<file path="config.mk">
export PLATFORM = sky130hd
export DESIGN_NAME = sci_core
export DESIGN_NICKNAME = d
export VERILOG_FILES = /design/src/rtl/sci_pkg.sv /design/src/rtl/sci_tx.sv /design/src/rtl/sci_rx.sv /design/src/rtl/sci_core.sv
export SDC_FILE = /design/constraint.sdc
export NUM_CORES = 1
export LEC_CHECK = 0
export CAP_MARGIN = 5
export CORE_AREA = 2 2 113 115
export CTS_BUF_LIST = sky130_fd_sc_hd__clkbuf_16
export DETAILED_ROUTE_END_ITERATION = 10
export DIE_AREA = 0 0 115 117
export GPL_ROUTABILITY_DRIVEN = 1
export MAX_ROUTING_LAYER = met4
export SLEW_MARGIN = 20
export SYNTH_ARGS = -nofsm -noshare
export SYNTH_HDL_FRONTEND = slang
export SYNTH_SLANG_ARGS = --single-unit
</file>
<file path="constraint.sdc">
create_clock -name clk -period 8.55 [get_ports clk]
set_input_delay 1.71 -clock clk [delete_from_list [all_inputs] [get_ports clk]]
set_output_delay 1.71 -clock clk [all_outputs]
set_load 0.03 [all_outputs]
</file>
<file path="src/rtl/sci_pkg.sv">
package sci_pkg;
    localparam int A_BAUD = 0;
    localparam int A_CTL1 = 1;
    localparam int A_CTL2 = 2;
    localparam int A_STAT = 3;
    localparam int A_DATA = 4;

    // control 2 bit positions
    localparam int C2_TIE  = 7;
    localparam int C2_TCIE = 6;
    localparam int C2_RIE  = 5;
    localparam int C2_RE   = 4;
    localparam int C2_TE   = 1;

    localparam logic [7:0] BOOT_BAUD = 8'h33;
    localparam logic [7:0] BOOT_CTL2 = 8'h12;

    typedef enum logic [1:0] {TX_IDLE, TX_START, TX_DATA, TX_STOP} tx_state_e;
    typedef enum logic [2:0] {RX_IDLE, RX_START, RX_DATA, RX_STOP, RX_HOLD} rx_state_e;
endpackage

</file>
<file path="src/rtl/sci_tx.sv">
module sci_tx import sci_pkg::*; #(
    parameter int DBITS = 8,
    parameter int CW    = 10
) (
    input  logic             clk,
    input  logic             rst,
    input  logic [CW-1:0]    period,
    input  logic             start,
    input  logic [DBITS-1:0] din,
    output logic             busy,
    output logic             fin,
    output logic             txd
);
    localparam int IW = (DBITS > 1) ? $clog2(DBITS) : 1;

    tx_state_e        st, nxt;
    logic [CW-1:0]    cnt;
    logic [IW-1:0]    idx;
    logic [DBITS-1:0] sh;
    logic             bit_end;

    assign bit_end = (cnt == period - CW'(1));

    always_comb begin
        nxt = st;
        unique case (st)
            TX_IDLE:  if (start) nxt = TX_START;
            TX_START: if (bit_end) nxt = TX_DATA;
            TX_DATA:  if (bit_end && idx == IW'(DBITS-1)) nxt = TX_STOP;
            TX_STOP:  if (bit_end) nxt = TX_IDLE;
        endcase
    end

    always_ff @(posedge clk) begin
        if (rst) st <= TX_IDLE;
        else     st <= nxt;
    end

    always_ff @(posedge clk) begin
        if (rst) begin
            cnt <= '0;
            idx <= '0;
            sh  <= '0;
            txd <= 1'b1;
        end else begin
            if (st == TX_IDLE) cnt <= '0;
            else               cnt <= bit_end ? '0 : cnt + CW'(1);
            unique case (st)
                TX_IDLE: if (start) begin
                    sh  <= din;
                    txd <= 1'b0;
                end
                TX_START: if (bit_end) begin
                    txd <= sh[0];
                    idx <= '0;
                end
                TX_DATA: if (bit_end) begin
                    if (idx == IW'(DBITS-1)) txd <= 1'b1;
                    else begin
                        sh  <= sh >> 1;
                        txd <= sh[1];
                        idx <= idx + IW'(1);
                    end
                end
                TX_STOP: ;
            endcase
        end
    end

    assign busy = (st != TX_IDLE);
    assign fin  = (st == TX_STOP) && bit_end;

    p_start_low_r5: assert property (@(posedge clk) disable iff (rst)
        (st == TX_START) |-> !txd);
    p_idle_high_r5: assert property (@(posedge clk) disable iff (rst)
        (st == TX_IDLE) |-> txd);
endmodule

</file>
<file path="src/rtl/sci_rx.sv">
module sci_rx import sci_pkg::*; #(
    parameter int DBITS = 8,
    parameter int CW    = 10
) (
    input  logic             clk,
    input  logic             rst,
    input  logic             en,
    input  logic [CW-1:0]    period,
    input  logic [CW-1:0]    half,
    input  logic             rxd_in,
    output logic             valid,
    output logic [DBITS-1:0] dout
);
    localparam int IW = (DBITS > 1) ? $clog2(DBITS) : 1;

    rx_state_e        st, nxt;
    logic [CW-1:0]    cnt;
    logic [IW-1:0]    idx;
    logic [DBITS-1:0] sh;
    logic             s1, line;
    logic             bit_end, half_end;

    assign bit_end  = (cnt == period - CW'(1));
    assign half_end = (cnt == half - CW'(1));

    always_comb begin
        nxt = st;
        if (!en) nxt = RX_IDLE;
        else begin
            unique case (st)
                RX_IDLE:  if (!line) nxt = RX_START;
                RX_START: if (half_end) nxt = line ? RX_IDLE : RX_DATA;
                RX_DATA:  if (bit_end && idx == IW'(DBITS-1)) nxt = RX_STOP;
                RX_STOP:  if (bit_end) nxt = line ? RX_IDLE : RX_HOLD;
                RX_HOLD:  if (line) nxt = RX_IDLE;
            endcase
        end
    end

    always_ff @(posedge clk) begin
        if (rst) st <= RX_IDLE;
        else     st <= nxt;
    end

    always_ff @(posedge clk) begin
        if (rst) begin
            s1    <= 1'b1;
            line  <= 1'b1;
            cnt   <= '0;
            idx   <= '0;
            sh    <= '0;
            valid <= 1'b0;
            dout  <= '0;
        end else begin
            s1    <= rxd_in;
            line  <= s1;
            valid <= 1'b0;
            unique case (st)
                RX_IDLE, RX_HOLD: cnt <= '0;
                RX_START: begin
                    cnt <= half_end ? '0 : cnt + CW'(1);
                    if (half_end) idx <= '0;
                end
                RX_DATA: begin
                    cnt <= bit_end ? '0 : cnt + CW'(1);
                    if (bit_end) begin
                        sh  <= {line, sh[DBITS-1:1]};
                        idx <= idx + IW'(1);
                    end
                end
                RX_STOP: begin
                    cnt <= bit_end ? '0 : cnt + CW'(1);
                    if (bit_end && line && en) begin
                        valid <= 1'b1;
                        dout  <= sh;
                    end
                end
            endcase
        end
    end

    p_gate_r11: assert property (@(posedge clk) disable iff (rst)
        !en |=> (st == RX_IDLE) && !valid);
    p_stop_high_r10: assert property (@(posedge clk) disable iff (rst)
        valid |-> $past(line));
endmodule

</file>
<file path="src/rtl/sci_core.sv">
module sci_core import sci_pkg::*; #(
    parameter int DBITS  = 8,
    parameter int BAUD_W = 8
) (
    input  logic             clk,
    input  logic             rst,
    input  logic             mode_special,
    input  logic             mode_a,
    input  logic             cs,
    input  logic             we,
    input  logic [2:0]       addr,
    input  logic [DBITS-1:0] wdata,
    output logic [DBITS-1:0] rdata,
    input  logic             rxd,
    output logic             txd,
    output logic             irq
);
    localparam int CW = BAUD_W + 2;

    logic [BAUD_W-1:0] baud_q;
    logic [DBITS-1:0]  ctl1_q, ctl2_q, hold_q, rbuf_q, stat;
    logic              tdre, tc, rdrf, ovr, armed, pend;
    logic [CW-1:0]     period, half;
    logic              wr, rd, load, tx_busy, tx_fin, rx_valid;
    logic [DBITS-1:0]  rx_dout;

    assign half   = CW'(baud_q) + CW'(1);
    assign period = half << 1;
    assign wr     = cs && we;
    assign rd     = cs && !we;
    assign load   = pend && ctl2_q[C2_TE] && !tx_busy;
    assign stat   = {tdre, tc, rdrf, 1'b0, ovr, 3'b000};

    always_ff @(posedge clk) begin
        if (rst) begin
            baud_q <= (mode_special && !mode_a) ? BAUD_W'(BOOT_BAUD) : '0;
            ctl2_q <= (mode_special && !mode_a) ? BOOT_CTL2 : '0;
            ctl1_q <= '0;
            hold_q <= '0;
            rbuf_q <= '0;
            tdre   <= 1'b1;
            tc     <= 1'b1;
            rdrf   <= 1'b0;
            ovr    <= 1'b0;
            armed  <= 1'b0;
            pend   <= 1'b0;
        end else begin
            if (wr && addr == 3'(A_BAUD)) baud_q <= BAUD_W'(wdata);
            if (wr && addr == 3'(A_CTL1)) ctl1_q <= wdata;
            if (wr && addr == 3'(A_CTL2)) ctl2_q <= wdata;
            // transmit side
            if (tx_fin && !pend) tc <= 1'b1;
            if (wr && addr == 3'(A_DATA)) begin
                hold_q <= wdata;
                pend   <= 1'b1;
                tdre   <= 1'b0;
                tc     <= 1'b0;
            end else if (load) begin
                pend <= 1'b0;
                tdre <= 1'b1;
            end
            // receive side
            if (rx_valid) begin
                rbuf_q <= rx_dout;
                rdrf   <= 1'b1;
                if (rdrf) ovr <= 1'b1;
                armed  <= 1'b0;
            end else begin
                if (rd && addr == 3'(A_STAT) && (rdrf || ovr)) armed <= 1'b1;
                if (rd && addr == 3'(A_DATA) && armed) begin
                    rdrf  <= 1'b0;
                    ovr   <= 1'b0;
                    armed <= 1'b0;
                end
            end
        end
    end

    always_comb begin
        unique case (addr)
            3'(A_BAUD): rdata = DBITS'(baud_q);
            3'(A_CTL1): rdata = ctl1_q;
            3'(A_CTL2): rdata = ctl2_q;
            3'(A_STAT): rdata = stat;
            3'(A_DATA): rdata = rbuf_q;
            default:    rdata = '0;
        endcase
    end

    assign irq = (ctl2_q[C2_TIE] && tdre) || (ctl2_q[C2_TCIE] && tc) ||
                 (ctl2_q[C2_RIE] && (rdrf || ovr));

    sci_tx #(.DBITS(DBITS), .CW(CW)) u_tx (
        .clk(clk), .rst(rst), .period(period), .start(load), .din(hold_q),
        .busy(tx_busy), .fin(tx_fin), .txd(txd)
    );

    sci_rx #(.DBITS(DBITS), .CW(CW)) u_rx (
        .clk(clk), .rst(rst), .en(ctl2_q[C2_RE]), .period(period), .half(half),
        .rxd_in(rxd), .valid(rx_valid), .dout(rx_dout)
    );

    p_reset_flags_r2: assert property (@(posedge clk) disable iff (rst)
        $past(rst) |-> (stat == 8'hC0));
    p_overrun_r8: assert property (@(posedge clk) disable iff (rst)
        $rose(ovr) |-> $past(rdrf));
    p_wr_clears_r6: assert property (@(posedge clk) disable iff (rst)
        (wr && addr == 3'(A_DATA)) |=> !tc && pend);
    p_irq_source_r12: assert property (@(posedge clk) disable iff (rst)
        irq |-> (ctl2_q[C2_TIE] || ctl2_q[C2_TCIE] || ctl2_q[C2_RIE]));
    p_tdre_load_r6: assert property (@(posedge clk) disable iff (rst)
        (load && !(wr && addr == 3'(A_DATA))) |=> tdre && tx_busy);
endmodule

</file>
==> flow_metrics.env, run 1 <==
export IMPL_path_clk_slew_ps=70
export IMPL_hpwl_um=8510
export IMPL_synth_ff_type="dfxtp_1"
export IMPL_ant_nets=0
export IMPL_hp_class="register to register"
export IMPL_routed_via_count=4064
export IMPL_grt_pass1_vias=3871
export IMPL_drtPass1Iterations=4
export IMPL_initial_core_util_pct=45.7
export IMPL_syn_inst=568
export IMPL_cap_viol_max_count=0
export IMPL_overflow=0
export IMPL_drc=0
export IMPL_peakVddDrop_mv=0.116
export IMPL_start_kind="primary input"
export IMPL_dieHeight_um=117
export IMPL_core_rowCount=41
export IMPL_yosysWarnings=0
export IMPL_required_ps=6840
export IMPL_power_frac_comb_pct=16.8
export IMPL_place_gp_congestion=0.849
export IMPL_arrival_ps=4300
export IMPL_grt_max_degree=45
export IMPL_grt_pass1_wl_um=19700
export IMPL_routed_wl_um=11900
export IMPL_ys_ff_latch=105
export IMPL_cellPowerDensity_mw_per_mm2=183
export IMPL_synth_edff_count=16
export IMPL_syn_nets=597
export IMPL_async_flop_share_pct=0
export IMPL_worstSetupPathType="primary input to output port"
export IMPL_hold_violations=0
export IMPL_layout_drive_gt1_share_pct=9.48
export IMPL_synth_area_leader_cell="dfxtp_1"
export IMPL_min_path_cells=1
export IMPL_worst_pin_slew_ps=946
export IMPL_cts_sinks=105
export IMPL_ys_types=78
export IMPL_clkPwrFrac_pct=34.3
export IMPL_post_cts_buffers=0
export IMPL_power_switching_uw=322
export IMPL_synth_area_leaders="dfxtp_1, mux2i_1, edfxtp_1, nor2_1, xnor3_1"
export IMPL_htreeDepth=3
export IMPL_ys_seq_area_share_pct=40.2
export IMPL_rsz0062_at_grt="false"
export IMPL_outcome="complete, no violations"
export IMPL_core_mm2=0.0123
export IMPL_tns_ps=0
export IMPL_relSlewSlack_pct=36.7
export IMPL_maxSlewViolCount=0
export IMPL_avgSynthCellArea_um2=9.91
export IMPL_period_share_pct=70.2
export IMPL_dieArea_mm2=0.0135
export IMPL_setup_violations=0
export IMPL_drt_iter0_drc=196
export IMPL_root_buffer="clkbuf_16"
export IMPL_clk_latency_ps=350
export IMPL_synth_area_mm2=0.00563
export IMPL_switching_share_pct=28.3
export IMPL_antenna_found_initial=0
export IMPL_p_int_uw=815
export IMPL_die_x_um=115
export IMPL_n_antenna_cell=0
export IMPL_fin_skew_ps=13.7
export IMPL_final_cells=730
export IMPL_cp_max_fo=14
export IMPL_max_clock_freq_ghz=0.166
export IMPL_p_leak_nw=2.36
export IMPL_viasPerCell=5.57
export IMPL_pwr_share_seq_pct=48.9
export IMPL_io_buffers=27
export IMPL_finalCriticalPeriod_ps=6010
export IMPL_reg2reg_depth=9
export IMPL_holdBufCountCts=0
export IMPL_post_cts_resized=0
export IMPL_placed_cells=714
export IMPL_wl_per_cell_um=16.3
export IMPL_cts_buffers=9
export IMPL_grtUsageTotal_pct=19.3
export IMPL_ios=28
export IMPL_clockBufferDepth=2
export IMPL_cts_tree="built"
export IMPL_nNetsFinal=604
export IMPL_end_kind="output port"
export IMPL_fillCellCount=1141
export IMPL_area_growth_pct=10.5
export IMPL_yosys_area_top_type_share_pct=31.7
[through the flow]
step	utilization [%]	setup slack [ps]	power [mW]	instance area (um^2)	hold slack, ps
after global routing	50.5	2370	1.19	6210	450
after floorplan	-	3870	0.712	5630	389
after CTS	50.5	2530	1.15	6210	423
final	50.5	2540	1.14	6210	417
after global placement	48.2	2610	0.754	5940	396
after detailed placement	48.2	2540	0.757	5940	405
[metal layers]
layer	vias to the layer above	wire length [um]	global-route usage, %
met2	88	5570	29.7
met4	0	148	5.86
met5	-	0	-
met3	14	495	3.45
li1	2047	-	-
met1	1915	5700	26.0
[synthesized netlist by cell type, types with 8 or more instances]
library cell  count
ha_1             11
clkbuf_1         20
nor2_1           85
dfxtp_1          89
xnor3_1          10
inv_1            13
edfxtp_1         16
xor2_1           21
mux2i_1          51
nand2_1          32
nor4_1           14
nor2b_1           9
o21ai_0          15
xnor2_1          16
a22oi_1           8
nand3_1          20
a21oi_1          16
[power groups by stage]
stage,combinational [mW],sequential (mW),clock (mW)
after floorplan,0.160,0.552,0
after global placement,0.187,0.567,0
after detailed placement,0.190,0.567,0
after CTS,0.191,0.556,0.402
after global routing,0.210,0.560,0.424
final,0.191,0.557,0.390
[layout by cell type (no fill, tap or decap), types with 3 or more instances in the layout]
cell type / count
nand2_1: 32
edfxtp_1: 16
mux2_2: 3
nand3_1: 20
and2_1: 3
nor4_1: 14
buf_4: 3
and3_1: 6
a21oi_1: 16
a22oi_1: 8
inv_1: 14
xnor2_1: 16
xnor3_1: 10
clkbuf_16: 9
inv_6: 3
nor3b_1: 7
clkdlybuf4s50_1: 26
a31oi_1: 5
nor2_1: 85
nand4_1: 7
nor2b_1: 9
dfxtp_1: 89
o22ai_1: 4
xnor2_4: 4
nor3_1: 3
a211oi_2: 5
or2_2: 3
ha_1: 11
o21ai_0: 15
mux2i_1: 51
xor2_1: 21
[critical path: stages]
cell and delay, ps:
clkdlybuf4s50_1 810, nor2b_1 580, a22oi_1 180, o22ai_1 270, clkdlybuf4s50_1 730
[area by class of cell]
type | count | area [um^2] | share of cell area [%]
inverters | 13 | 48.8 | 0.785
clock buffers | 9 | 225 | 3.62
multi-input cells | 416 | 3150 | 50.7
clock inverters | 7 | 53.8 | 0.866
flip-flops and latches | 105 | 2260 | 36.4
repair buffers | 30 | 288 | 4.63
well taps | 150 | 188 | 3.02
[flip-flops by register name, summed over array words and instances, names as in the netlist, 8 cells and up]
name / count
ctl1_q: 8
ctl2_q: 8
u_tx.cnt: 10
u_rx.dout: 8
u_rx.sh: 8
baud_q: 8
rbuf_q: 8
hold_q: 8
u_rx.cnt: 10
u_tx.sh: 8
[worst paths after layout]
kind	from	to	slack, ps
max	addr[0]	rdata[7]	2540
min	u_rx.s1	u_rx.line	420
max reg2reg	baud_q[0]	u_rx.idx[2]	4990
min reg2reg	u_rx.s1	u_rx.line	420
[kinds of logic after synthesis]
group | after synthesis | share of synthesized area, %
mux | 54 | 9.67
simple gates | 213 | 20.1
fa+ha+maj | 11 | 2.45
compound gates | 87 | 12.1
buf+inv | 47 | 3.82
flops | 105 | 40.2
xor+xnor | 51 | 11.7
(Power assumes the default switching activity.)
==> run 2: changes to the inputs <==
--- a/config.mk
+++ b/config.mk
@@ -12,6 +12,7 @@
 export DIE_AREA = 0 0 115 117
 export GPL_ROUTABILITY_DRIVEN = 1
 export MAX_ROUTING_LAYER = met4
+export PLACE_DENSITY = 0.66
 export SLEW_MARGIN = 20
 export SYNTH_ARGS = -nofsm -noshare
 export SYNTH_HDL_FRONTEND = slang
==> constraint.sdc (replaced) <==
create_clock -name clk -period 5.5 [get_ports clk]
set_input_delay 1.1 -clock clk [delete_from_list [all_inputs] [get_ports clk]]
set_output_delay 1.1 -clock clk [all_outputs]
set_load 0.03 [all_outputs]
==> run 2 against run 1 <==
  * Global-route usage decreased by 0.27 points
  * Clock skew shrank 6.0 ps
  * Core utilization hardly changed
  * Worst setup slack got worse by 1700 ps
  * Cell count down 0.14%
  * Critical endpoint unchanged
  * Largest power group unchanged
==> flow_metrics.env, run 2 (synthesized netlist as in run 1, its figures left out) <==
export IMPL_outcome="complete, no violations"
export IMPL_die_x_um=115
export IMPL_overflow=0
export IMPL_core_mm2=0.0123
export IMPL_viasPerCell=5.69
export IMPL_end_kind="output port"
export IMPL_p_leak_nw=2.36
export IMPL_worstSetupPathType="primary input to output port"
export IMPL_post_cts_resized=0
export IMPL_crit_family="buffers and inverters"
export IMPL_area_growth_pct=10.5
export IMPL_ant_nets=0
export IMPL_clk_latency_ps=350
export IMPL_peakVddDrop_mv=0.144
export IMPL_final_common_cell="dfxtp_1"
export IMPL_dieArea_mm2=0.0135
export IMPL_maxSlewViolCount=0
export IMPL_wl_per_cell_um=16.3
export IMPL_fin_ws_ps=806
export IMPL_fin_skew_ps=7.69
export IMPL_post_cts_buffers=0
export IMPL_dp_slack_ps=832
export IMPL_cts_sinks=105
export IMPL_routed_via_count=4147
export IMPL_grt_max_degree=46
export IMPL_initial_core_util_pct=45.7
export IMPL_layout_common_cells="dfxtp_1, nor2_1, mux2i_1"
export IMPL_period_share_pct=85.4
export IMPL_cp_slowest_cell="clkdlybuf4s50_1"
export IMPL_rsz0062_at_grt="false"
export IMPL_antenna_found_initial=0
export IMPL_fillCellCount=1121
export IMPL_htreeDepth=3
export IMPL_nNetsFinal=603
export IMPL_tns_ps=0
export IMPL_cellPowerDensity_mw_per_mm2=287
export IMPL_place_gp_congestion=0.857
export IMPL_slowest_delay_ps=730
export IMPL_setup_violations=0
export IMPL_drtPass1Iterations=5
export IMPL_grt_pass1_wl_um=19700
export IMPL_crit_path_frequent_cell="clkdlybuf4s50_1"
export IMPL_grtUsageTotal_pct=19.0
export IMPL_holdBufCountCts=0
export IMPL_hp_class="register to register"
export IMPL_power_total_mw=1.78
export IMPL_cap_viol_max_count=0
export IMPL_drc=0
export IMPL_path_clk_slew_ps=80
export IMPL_cts_buffers=9
export IMPL_layout_drive_gt1_share_pct=9.33
export IMPL_dieHeight_um=117
export IMPL_core_rowCount=41
export IMPL_start_kind="primary input"
export IMPL_n_antenna_cell=0
export IMPL_cp_cell_sequence="clkdlybuf4s50_1 -> nor2b_1 -> a22oi_1 -> o22ai_1 -> clkdlybuf4s50_1"
export IMPL_top_layer="met4"
export IMPL_cp_max_fo=13
export IMPL_hold_ws_ps=413
export IMPL_worst_pin_slew_ps=947
export IMPL_max_clock_freq_ghz=0.213
export IMPL_largestRegisters="u_rx.cnt (10), u_tx.cnt (10)"
export IMPL_wl_met1_um=5500
export IMPL_required_ps=4400
export IMPL_io_buffers=27
export IMPL_grt_pass1_vias=4013
export IMPL_relSlewSlack_pct=36.6
export IMPL_hpwl_um=8530
export IMPL_arrival_ps=3590
export IMPL_routed_wl_um=11900
export IMPL_finalCriticalPeriod_ps=4690
export IMPL_cts_tree="built"
export IMPL_clockBufferDepth=2
export IMPL_root_buffer="clkbuf_16"
export IMPL_path_buf_inv=2
export IMPL_dr_wl_met3_um=402
export IMPL_drt_iter0_drc=220
export IMPL_ios=28
export IMPL_hold_violations=0
export IMPL_placed_cells=713
export IMPL_dr_wl_met2_um=5780
export IMPL_final_cells=729
## run 2: final timing paths
check	start	to	slack [ps]	cells after the start
setup reg to reg	baud_q[0]	u_rx.idx[1]	1890	9
hold reg to reg	u_rx.s1	u_rx.line	410	1
setup / recovery	addr[2]	rdata[7]	810	5
hold / removal	u_rx.s1	u_rx.line	410	1
## run 2: cell type report
type                            count  area (um^2)  area share (%)
Sequential cell                   105         2260            36.4
Multi-Input combinational cell    416         3150            50.6
Clock buffer                        9          225            3.62
Tap cell                          150          188            3.02
Timing Repair Buffer               29          280            4.51
Clock inverter                      7         66.3            1.07
Inverter                           13         48.8           0.785
## run 2: report_power, final
part	internal (mW)	switching, mW
Sequential	0.819	0.0449
Clock	0.317	0.308
Combinational	0.134	0.162
## run 2: layer usage
layer	global-route usage (%)	up-vias
li1	-	2037
met1	24.3	2004
met2	31.4	91
met3	2.88	15
met4	5.54	0
met5	-	-
## run 2: per-stage QoR
step,instance area (um^2),utilization (%)
5_1_grt,6220,50.5
6_report,6220,50.5
3_5_place_dp,5930,48.2
2_1_floorplan,5630,-
4_1_cts,6220,50.5
3_3_place_gp,5930,48.2
==> run 3: changes to the inputs <==
--- a/config.mk
+++ b/config.mk
@@ -7,7 +7,6 @@
 export LEC_CHECK = 0
 export CAP_MARGIN = 5
 export CORE_AREA = 2 2 113 115
-export CTS_BUF_LIST = sky130_fd_sc_hd__clkbuf_16
 export DETAILED_ROUTE_END_ITERATION = 10
 export DIE_AREA = 0 0 115 117
 export GPL_ROUTABILITY_DRIVEN = 1
==> run 3 against run 2 <==
  * Non-clock buffer count is the same
  * Via count decreased by 0.43%
  * Final area unchanged
  * Core utilization did not move
  * Clock-buffer cell count is 1 higher
  * Highest routed layer unchanged
==> flow_metrics.env, run 3 (synthesized netlist as in run 1, its figures left out) <==
export IMPL_rsz0062_at_grt="false"
export IMPL_cap_viol_max_count=0
export IMPL_worstSetupPathType="primary input to output port"
export IMPL_cts_sinks=105
export IMPL_holdBufCountCts=0
export IMPL_drc=0
export IMPL_overflow=0
export IMPL_peakVddDrop_mv=0.144
export IMPL_finalCriticalPeriod_ps=4710
export IMPL_tns_ps=0
export IMPL_max_clock_freq_ghz=0.212
export IMPL_fillCellCount=1121
export IMPL_routed_wl_um=11900
export IMPL_layout_drive_gt1_share_pct=9.33
export IMPL_routed_via_count=4129
export IMPL_hpwl_um=8530
export IMPL_area_growth_pct=10.5
export IMPL_drt_iter0_drc=198
export IMPL_clockBufferDepth=2
export IMPL_antenna_found_initial=0
export IMPL_initial_core_util_pct=45.7
export IMPL_path_clk_slew_ps=80
export IMPL_placed_cells=713
export IMPL_core_mm2=0.0123
export IMPL_end_kind="output port"
export IMPL_hold_violations=0
export IMPL_required_ps=4400
export IMPL_dieArea_mm2=0.0135
export IMPL_cts_tree="built"
export IMPL_grtUsageTotal_pct=19.0
export IMPL_p_leak_nw=2.36
export IMPL_dieHeight_um=117
export IMPL_outcome="complete, no violations"
export IMPL_hp_class="register to register"
export IMPL_root_buffer="clkbuf_16"
export IMPL_cellPowerDensity_mw_per_mm2=287
export IMPL_start_kind="primary input"
export IMPL_grt_max_degree=46
export IMPL_final_common_cell="dfxtp_1"
export IMPL_arrival_ps=3610
export IMPL_core_rowCount=41
export IMPL_ios=28
export IMPL_fin_skew_ps=8.11
export IMPL_grt_pass1_wl_um=19700
export IMPL_post_cts_resized=0
export IMPL_htreeDepth=3
export IMPL_final_cells=729
export IMPL_nNetsFinal=603
export IMPL_die_x_um=115
export IMPL_cts_buffers=9
export IMPL_wl_per_cell_um=16.3
export IMPL_post_cts_buffers=0
export IMPL_cp_max_fo=13
export IMPL_layout_common_cells="dfxtp_1, nor2_1, mux2i_1"
export IMPL_ant_nets=0
export IMPL_viasPerCell=5.66
export IMPL_largestRegisters="u_rx.cnt (10), u_tx.cnt (10)"
export IMPL_n_antenna_cell=0
export IMPL_setup_violations=0
export IMPL_drtPass1Iterations=4
export IMPL_place_gp_congestion=0.857
export IMPL_grt_pass1_vias=4012
export IMPL_relSlewSlack_pct=35.9
export IMPL_io_buffers=27
export IMPL_maxSlewViolCount=0
export IMPL_clk_latency_ps=350
export IMPL_period_share_pct=85.6
export IMPL_worst_pin_slew_ps=958
[run 3: cell types whose count changed in the layout (fill, tap and decap cells not counted), sizes merged]
cell    delta
clkbuf     +1
inv        -1
[run 3: metal layers]
layer | routed length [um] | part of all wire [%] | global-route usage [%] | up-vias
met5 | 0 | 0 | - | -
met4 | 197 | 1.7 | 5.54 | 0
met3 | 422 | 3.6 | 2.88 | 15
met2 | 5770 | 49 | 31.4 | 85
met1 | 5480 | 46 | 24.3 | 1993
li1 | - | - | - | 2036
[run 3: stage by stage]
stage                     hold slack [ps]  utilization, %  power [mW]  instance area (um^2)  setup WS, ps
after floorplan                       389               -        1.11                  5630          2040
after global placement                397            48.2        1.17                  5930           929
after detailed placement              401            48.2        1.18                  5930           832
after CTS                             418            50.5        1.80                  6220           828
after global routing                  433            50.5        1.87                  6220           714
final                                 413            50.5        1.79                  6220           793
[run 3: worst max-delay path: stages]
cell             delay (ps)
clkdlybuf4s50_1         690
nor2b_1                 620
a22oi_1                 210
o22ai_1                 260
clkdlybuf4s50_1         730
[run 3: cell type report]
class | count | area (um^2) | share of cell area [%]
inverters | 13 | 48.8 | 0.785
flip-flops and latches | 105 | 2260 | 36.4
multi-input cells | 416 | 3150 | 50.6
clock inverters | 6 | 62.6 | 1.01
clock buffers | 10 | 229 | 3.68
well taps | 150 | 188 | 3.02
repair buffers | 29 | 280 | 4.51
[run 3: final timing paths]
path,startpoint,end,slack [ps],depth (start not counted)
max,addr[2],rdata[7],790,5
min,u_rx.s1,u_rx.line,410,1
max reg2reg,baud_q[0],u_rx.idx[2],1940,9
min reg2reg,u_rx.s1,u_rx.line,410,1
[run 3: power by group]
| group | switching (mW) | internal, mW |
|---|---|---|
| Combinational | 0.162 | 0.134 |
| Clock | 0.309 | 0.319 |
| Sequential | 0.0448 | 0.819 |
| Total | 0.516 | 1.27 |
